**src/rtl/daq_pkg.sv**
```systemverilog
package daq_pkg;
  typedef enum logic [1:0] {
    PK_IDLE = 2'd0,
    PK_READ = 2'd1,
    PK_EMIT = 2'd2
  } pk_state_t;
endpackage

```
**src/rtl/daq_shift_capture.sv**
```systemverilog
module daq_shift_capture #(
  parameter int SAMPLE_W = 12,
  parameter int NUM_CH   = 2
) (
  input  logic                         clk,
  input  logic                         rst,
  input  logic                         shift_en,
  input  logic [NUM_CH-1:0]            ser_in,
  output logic [NUM_CH*SAMPLE_W-1:0]   word_o,
  output logic                         valid_o
);
  localparam int CNT_W  = $clog2(SAMPLE_W);
  localparam int WORD_W = NUM_CH * SAMPLE_W;

  logic [CNT_W-1:0] bit_cnt;
  logic             last_bit;

  assign last_bit = (bit_cnt == CNT_W'(SAMPLE_W - 1));

  always_ff @(posedge clk) begin
    if (rst) begin
      bit_cnt <= '0;
      valid_o <= 1'b0;
    end else begin
      valid_o <= shift_en && last_bit;
      if (shift_en) begin
        bit_cnt <= last_bit ? '0 : bit_cnt + 1'b1;
      end
    end
  end

  for (genvar c = 0; c < NUM_CH; c++) begin : g_chan
    logic [SAMPLE_W-1:0] shreg;
    logic [SAMPLE_W-1:0] held;
    always_ff @(posedge clk) begin
      if (rst) begin
        shreg <= '0;
        held  <= '0;
      end else if (shift_en) begin
        shreg <= {shreg[SAMPLE_W-2:0], ser_in[c]};
        if (last_bit) begin
          held <= {shreg[SAMPLE_W-2:0], ser_in[c]};
        end
      end
    end
    assign word_o[WORD_W-1-c*SAMPLE_W -: SAMPLE_W] = held;
  end

  AST_DONE_NEEDS_SHIFT: assert property (@(posedge clk) disable iff (rst)
    valid_o |-> $past(shift_en)) else $error("completion without shift");

  AST_DONE_SINGLE: assert property (@(posedge clk) disable iff (rst)
    valid_o |=> !valid_o) else $error("back-to-back completions");
endmodule

```
**src/rtl/daq_word_select.sv**
```systemverilog
module daq_word_select #(
  parameter int WORD_W = 24,
  parameter int DIG_W  = 12
) (
  input  logic              clk,
  input  logic              rst,
  input  logic [WORD_W-1:0] cap_word,
  input  logic              cap_valid,
  input  logic [DIG_W-1:0]  dig_in,
  input  logic              dig_mode,
  output logic [WORD_W-1:0] sel_word,
  output logic              sel_valid
);
  always_ff @(posedge clk) begin
    if (rst) begin
      sel_word  <= '0;
      sel_valid <= 1'b0;
    end else begin
      sel_valid <= cap_valid;
      if (cap_valid) begin
        sel_word <= dig_mode ? WORD_W'(dig_in) : cap_word;
      end
    end
  end

  AST_DIG_ZERO_EXT: assert property (@(posedge clk) disable iff (rst)
    (sel_valid && $past(dig_mode)) |-> (sel_word[WORD_W-1:DIG_W] == '0))
    else $error("digital word not zero-extended");
endmodule

```
**src/rtl/daq_packetizer.sv**
```systemverilog
module daq_packetizer
  import daq_pkg::*;
#(
  parameter int WORD_W = 24,
  parameter int BYTE_W = 8
) (
  input  logic              clk,
  input  logic              rst,
  input  logic [WORD_W-1:0] in_word,
  input  logic              in_valid,
  input  logic              fifo_full,
  output logic              fifo_wr,
  output logic [BYTE_W-1:0] fifo_data,
  output logic              word_rd,
  output logic              overrun
);
  localparam int NBYTES = WORD_W / BYTE_W;
  localparam int IDX_W  = (NBYTES > 1) ? $clog2(NBYTES) : 1;

  pk_state_t         state;
  logic [IDX_W-1:0]  idx;
  logic [WORD_W-1:0] word_q;
  logic [WORD_W-1:0] shifted;
  logic              last_byte;

  assign last_byte = (idx == IDX_W'(NBYTES - 1));
  assign shifted   = word_q << (BYTE_W * idx);

  always_ff @(posedge clk) begin
    if (rst) begin
      state   <= PK_IDLE;
      idx     <= '0;
      word_q  <= '0;
      overrun <= 1'b0;
    end else begin
      if (in_valid && state != PK_IDLE) begin
        overrun <= 1'b1;
      end
      case (state)
        PK_IDLE: begin
          if (in_valid) state <= PK_READ;
        end
        PK_READ: begin
          word_q <= in_word;
          idx    <= '0;
          state  <= PK_EMIT;
        end
        PK_EMIT: begin
          if (!fifo_full) begin
            if (last_byte) begin
              idx   <= '0;
              state <= PK_IDLE;
            end else begin
              idx <= idx + 1'b1;
            end
          end
        end
        default: state <= PK_IDLE;
      endcase
    end
  end

  assign word_rd   = (state == PK_READ);
  assign fifo_wr   = (state == PK_EMIT) && !fifo_full;
  assign fifo_data = (state == PK_EMIT) ? shifted[WORD_W-1 -: BYTE_W] : '0;

  AST_RD_SINGLE: assert property (@(posedge clk) disable iff (rst)
    word_rd |=> !word_rd) else $error("read strobe too long");

  AST_RD_THEN_WRITE: assert property (@(posedge clk) disable iff (rst)
    word_rd |=> (fifo_wr || fifo_full)) else $error("no write phase after read");

  AST_RD_WR_EXCL: assert property (@(posedge clk) disable iff (rst)
    !(word_rd && fifo_wr)) else $error("read and write together");

  AST_NO_WRITE_FULL: assert property (@(posedge clk) disable iff (rst)
    fifo_full |-> !fifo_wr) else $error("write into full FIFO");

  AST_HOLD_ON_FULL: assert property (@(posedge clk) disable iff (rst)
    (fifo_full && state == PK_EMIT) |=> $stable(fifo_data))
    else $error("byte changed under back-pressure");

  AST_IDLE_QUIET: assert property (@(posedge clk) disable iff (rst)
    (state == PK_IDLE) |-> (fifo_data == '0 && !fifo_wr && !word_rd))
    else $error("bus active while idle");

  AST_OVERRUN_STICKY: assert property (@(posedge clk) disable iff (rst)
    overrun |=> overrun) else $error("overrun cleared");
endmodule

```
**src/rtl/daq_byte_packer.sv**
```systemverilog
module daq_byte_packer #(
  parameter int SAMPLE_W = 12,
  parameter int NUM_CH   = 2,
  parameter int DIG_W    = 12,
  parameter int BYTE_W   = 8
) (
  input  logic                clk,
  input  logic                rst,
  input  logic                shift_en,
  input  logic [NUM_CH-1:0]   ser_in,
  input  logic [DIG_W-1:0]    dig_in,
  input  logic                dig_mode,
  input  logic                fifo_full,
  output logic                fifo_wr,
  output logic [BYTE_W-1:0]   fifo_data,
  output logic                word_rd,
  output logic                overrun
);
  localparam int WORD_W = NUM_CH * SAMPLE_W;

  logic [WORD_W-1:0] cap_word;
  logic              cap_valid;
  logic [WORD_W-1:0] sel_word;
  logic              sel_valid;

  daq_shift_capture #(.SAMPLE_W(SAMPLE_W), .NUM_CH(NUM_CH)) u_cap (
    .clk(clk), .rst(rst), .shift_en(shift_en), .ser_in(ser_in),
    .word_o(cap_word), .valid_o(cap_valid)
  );

  daq_word_select #(.WORD_W(WORD_W), .DIG_W(DIG_W)) u_sel (
    .clk(clk), .rst(rst), .cap_word(cap_word), .cap_valid(cap_valid),
    .dig_in(dig_in), .dig_mode(dig_mode),
    .sel_word(sel_word), .sel_valid(sel_valid)
  );

  daq_packetizer #(.WORD_W(WORD_W), .BYTE_W(BYTE_W)) u_pk (
    .clk(clk), .rst(rst), .in_word(sel_word), .in_valid(sel_valid),
    .fifo_full(fifo_full), .fifo_wr(fifo_wr), .fifo_data(fifo_data),
    .word_rd(word_rd), .overrun(overrun)
  );
endmodule

```
**config.mk**
```make
export PLATFORM = sky130hd
export DESIGN_NAME = daq_byte_packer
export DESIGN_NICKNAME = d
export VERILOG_FILES = /design/src/rtl/daq_pkg.sv /design/src/rtl/daq_shift_capture.sv /design/src/rtl/daq_word_select.sv /design/src/rtl/daq_packetizer.sv /design/src/rtl/daq_byte_packer.sv
export SDC_FILE = /design/constraint.sdc
export NUM_CORES = 1
export LEC_CHECK = 0
export BUFFER_PORTS_ARGS = -buffer_cell sky130_fd_sc_hd__buf_2
export CAP_MARGIN = 15
export CORE_ASPECT_RATIO = 1.2
export CORE_MARGIN = 4
export CORE_UTILIZATION = 35
export CTS_BUF_LIST = sky130_fd_sc_hd__clkbuf_8
export DETAILED_ROUTE_END_ITERATION = 7
export GPL_ROUTABILITY_DRIVEN = 0
export SLEW_MARGIN = 10
export SYNTH_ARGS = -nofsm -noshare
export SYNTH_HDL_FRONTEND = slang
export SYNTH_SLANG_ARGS = --single-unit
```
**constraint.sdc**
```tcl
create_clock -name clk -period 1.5 [get_ports clk]
set_input_delay 0.3 -clock clk [delete_from_list [all_inputs] [get_ports clk]]
set_output_delay 0.3 -clock clk [all_outputs]
set_load 0.02 [all_outputs]
```
# Word level (Yosys, flattened, before mapping)
# Cells that the tools add are included.
word_totals:
  ff_bits: 105
  wordCells: 42
  in_bits: 19
op_classes:
  n_addsub: 2
  eq_ne: 7
  reduce_logical: 10
  n_shift: 1
  n_mux: 10
ops:
  columns: ["cell", "n"]
  rows:
  - ["24-bit two-way mux", 1]
  - ["24-bit by 5-bit << shifter with 24-bit output", 1]
  - ["2-bit two-way mux", 5]
  - ["8-bit two-way mux", 1]
  - ["2-bit case mux with 3 select lines", 1]
  - ["4-bit by 1-bit adder with 4-bit output, second input constant", 1]
  - ["2-bit equality test, second input constant", 2]
  - ["4-bit equality test, second input constant", 1]
  - ["4-bit two-way mux", 1]
  - ["2-bit != test, second input constant", 2]
  - ["2-bit case mux with 2 select lines", 1]
  - ["2-bit AND reduction", 2]
  - ["2-bit nonzero test", 2]
  - ["1-bit logical AND", 3]
  - ["3-bit AND reduction", 1]
  - ["2-bit by 1-bit adder with 2-bit output, second input constant", 1]
  - ["2-bit by 1-bit equality test with 1-bit output, second input constant", 1]
  - ["2-bit logical NOT", 1]
  - ["2-bit by 1-bit != test with 1-bit output, second input constant", 1]
  - ["1-bit logical NOT", 1]

# Depth between registers and ports, before layout
depth:
  word_depth: 4
  depth_mapped: 6
  ltp_nobuf: 4

# Cells and area by module
# From an unflattened synthesis, not the netlist that was laid out.
hier_totals:
  cells_unflattened: 463
  hier_area_um2: 4302.9
modules_own_cells:
  columns: ["mod", "cells_per_inst", "area_each_um2", "instances", "seq_area_each_um2"]
  rows:
  - ["daq_shift_capture", 196, 1818.0, 1, 1021.0]
  - ["daq_packetizer", 158, 1427.6, 1, 580.6]
  - ["daq_word_select", 109, 1057.3, 1, 500.5]

# Worst setup path before layout
# Ideal clock, no wire load.
synth_path:
  path_kind: "register -> output"
  from: "reg u_pk.idx[0]"
  to: "out fifo_data[0]"
  stages_incl_launch_ff: 5
  t_arrival_ns: 1.194
  setup_slack_ns: 0.006
  n_path_buf: 1
  path_cell_list: "dfxtp_1 buf_4 mux2i_1 or2_2 a21oi_1"
synth_via:
  elab_chain_cells: 2
synth_lines:
  columns: ["element", "line_no", "rtl"]
  rows:
  - ["start, declared", "daq_packetizer.sv:21", "logic [IDX_W-1:0] idx;"]
  - ["start signal, assigned", "daq_packetizer.sv:54", "idx <= idx + 1'b1;"]
  - ["24-bit by 5-bit << shifter with 24-bit output", "daq_packetizer.sv:27", "assign shifted = word_q << (BYTE_W * idx);"]
  - ["8-bit two-way mux", "daq_packetizer.sv:65", "assign fifo_data = (state == PK_EMIT) ? shifted[WORD_W-1 -: BYTE_W] : '0;"]
  - ["end, declared", "daq_byte_packer.sv:15", "output logic [BYTE_W-1:0] fifo_data,"]
# No other way between the ends.

# Worst setup path after layout
# Same ends and word-level chain as after synthesis.

==> metrics.txt <==
adder-cell share of the synthesized area=0.311%; clk buf depth=2; Setup WS pre-CTS=-0.218 ns; vias in the first global route=2691; port bufs=29; vias=2869; final WL=7940 um; register area=2110 sq um; Inserted Diodes=0; Synth area leaders=dfxtp_1, mux2i_1, a21oi_1, nand2_1, a22o_1; max_cap viols=0; Final min period=1.77 ns; Worst setup EP type=output pin; r2r endpoint=u_cap.g_chan[0].held[4]; nets@finish=467; reg2reg setup slack=0.07 ns; WL per Instance=13.1 um; CP Data Required Time=1.20 ns; register area share after synthesis=52.2%; vias per inst=4.74; Mapped Avg Cell Area=9.56 sq um; largest family of logic cells by synthesized area=simple AND/OR/NAND/NOR gates; Yosys top cell area share=52.2%; Finish-stage setup viols=8; post-synth cell types=32; boundary pin count=30; proportion of synthesized area in mux cells=10.7%; worst hold path startpoint=ser_in[0]; Compound-Gate Fraction of Synth Area=14.1%; Mapped Cells=421; number of clock sinks=105; area of the multi-input gates=1850 sq um; final hold violations=0; Worst Hold Class=input pin to flip-flop; worst vdd ir=411 uV; Syn Nets=441; post-route insts no fill=605; DRT iter0 DRCs=65; Initial Util=36.1%; cell leakage power=1.74 nW; Reg2Reg Depth=5; Setup CP Type=flip-flop to output pin; Final Max Slew Viols=0; clk_skew=0.0128 ns; CTS H-tree depth=3; first-pass GRT wire length=13300 um; crit path capture=fifo_data[0]; FILL cells=1098; DP Area=4350 sq um; Root Driver=clkbuf_8; synth cell count leaders=dfxtp_1, nand2_1, a21oi_1; fraction of registers with async set/reset=0%; total CTS buffers=9; worst-margin pin slew=0.219 ns; CTS tree=done; Clk Latency, worst-skew pair=0.35 ns; grt ovf=0; Finished Cell Area=4780 sq um; Arrival @ worst endpoint=1.47 ns; CTS clock-pin slew for the worst setup and hold paths=0.08 ns; All-Layer GR Usage=12.2%; die area=13300 sq um; Startpoint Class=flip-flop; count leader, synth=dfxtp_1; Cell Rows=42; CP Launch Point=u_pk.idx[0]; Chip Width=106 um; Max Clk Rate=565 MHz; Max-slew headroom=85.0%; Yosys warnings=0; RSZ-0062 raised after global routing=yes; final period utilization=118%; largest net degree at the start of global routing=60; RR Startpoint=u_cap.bit_cnt[0]; Pre-antenna DRT Iters=4; antenna-violating nets left=0; DR DRC count=0; core area=11100 sq um; most common flop cell mapped by yosys=dfxtp_1; post-synthesis xor/xnor area fraction=0.653%; Die Y-Extent=125 um; synthesized cell area=4030 sq um; Syn-to-layout area delta=18.8%; initial antenna violation count=0; setup ws final=-0.269 ns; Simple-Gate Fraction of Synth Area=17.3%; Inst Count DP=584; pwr dens=1000 nW/um^2; setup TNS=-1.99 ns; Power, Total=0.00479 W; HPWL Detailed=5400 um; #FFs+latches synth=105; status=complete, but fails checks; cell type with the largest total area after synthesis=dfxtp_1; failing checks=negative setup slack; EDFF count, synth=0; share of cells above drive strength 1=20.0%; Crit Path Max Fanout=6
[per-layer routing]
layer	wire (um)	vias to the layer above	track usage, %
met5	0	-	0
met4	267	0	5.41
met3	206	14	2.99
met2	3700	38	19.2
met1	3770	1320	15.8
li1	-	1497	-
[repair_timing]
item | 4_1_cts | 5_1_grt
endpoints found under the setup margin | 11 | 18
hold buffers | 0 | 0
cloned | 1 | 1
pin swaps | 8 | 6
buffers inserted | 3 | 1
resized for setup | 40 | 10
[metrics by stage]
step / util [%] / hold slack (ns)
finish: 42.9 / 0.188
global route: 42.9 / 0.176
CTS: 42.4 / 0.177
detailed placement: 39.1 / 0.441
global placement: 39.1 / 0.435
floorplan: - / 0.425
[logic make-up after synthesis]
kind of cell	count (synthesis)
AO/OA/AOI/OAI	88
XOR/XNOR	3
adder cells (fa/ha/maj)	1
buffers and inverters	37
flip-flops	105
multiplexers	43
AND/OR/NAND/NOR	144
[critical path, stage by stage, from the launching register on]
cell     delay (ns)
dfxtp_4        0.36
buf_6          0.14
mux2i_1        0.12
or2_4          0.23
a21oi_2        0.13
buf_4          0.15
[how the worst min path moves through the flow]
stage                                    endpoint  cells after the start
final                     u_cap.g_chan[0].held[0]                      2
after global placement               u_pk.overrun                      2
after global routing      u_cap.g_chan[0].held[0]                      2
after CTS                 u_cap.g_chan[0].held[0]                      2
after floorplan           u_cap.g_chan[0].held[0]                      1
after detailed placement             u_pk.overrun                      2
[final cells by class]
class	count	share of cell area (%)
tap	154	4.03
timing repair buffer	47	8.50
clock buffer	9	2.59
multi-input combinational	281	38.7
clock inverter	6	1.78
sequential	105	44.2
inverter	3	0.235
[sequential cells by signal, indices dropped and copies added, names as in the netlist]
| signal | flops |
|---|---|
| u_cap.g_chan.held | 24 |
| u_pk.word_q | 24 |
| u_sel.sel_word | 24 |
| u_cap.g_chan.shreg | 22 |
| u_cap.bit_cnt | 4 |
| u_pk.idx | 2 |
| u_pk.state | 2 |
| u_cap.valid_o | 1 |
| u_pk.overrun | 1 |
| u_sel.sel_valid | 1 |
[power by group]
part	switching [W]	internal [W]	total [W]
Clock	0.000877	0.000925	0.00180
Sequential	0.0000112	0.00279	0.00280
Combinational	0.000101	0.0000805	0.000182
[cells in the final DEF (no fill, tap or decap), drive strengths merged, types with 2 or more instances in the layout]
master  Yosys  routed
mux2i      43      43
nor2       41      41
clkbuf     11       9
inv         3       4
nor2b       3       4
dfxtp     105     105
nand2      58      58
a22o       24      24
bufinv      0       2
o21ai       2       2
buf        23      47
nand3b     12      12
a21oi      47      47
clkinv      0       2
a211oi     12      12
xor2        2       2
or2         8       8
nand2b     16      17
Power figures use the tool's default switching activity.
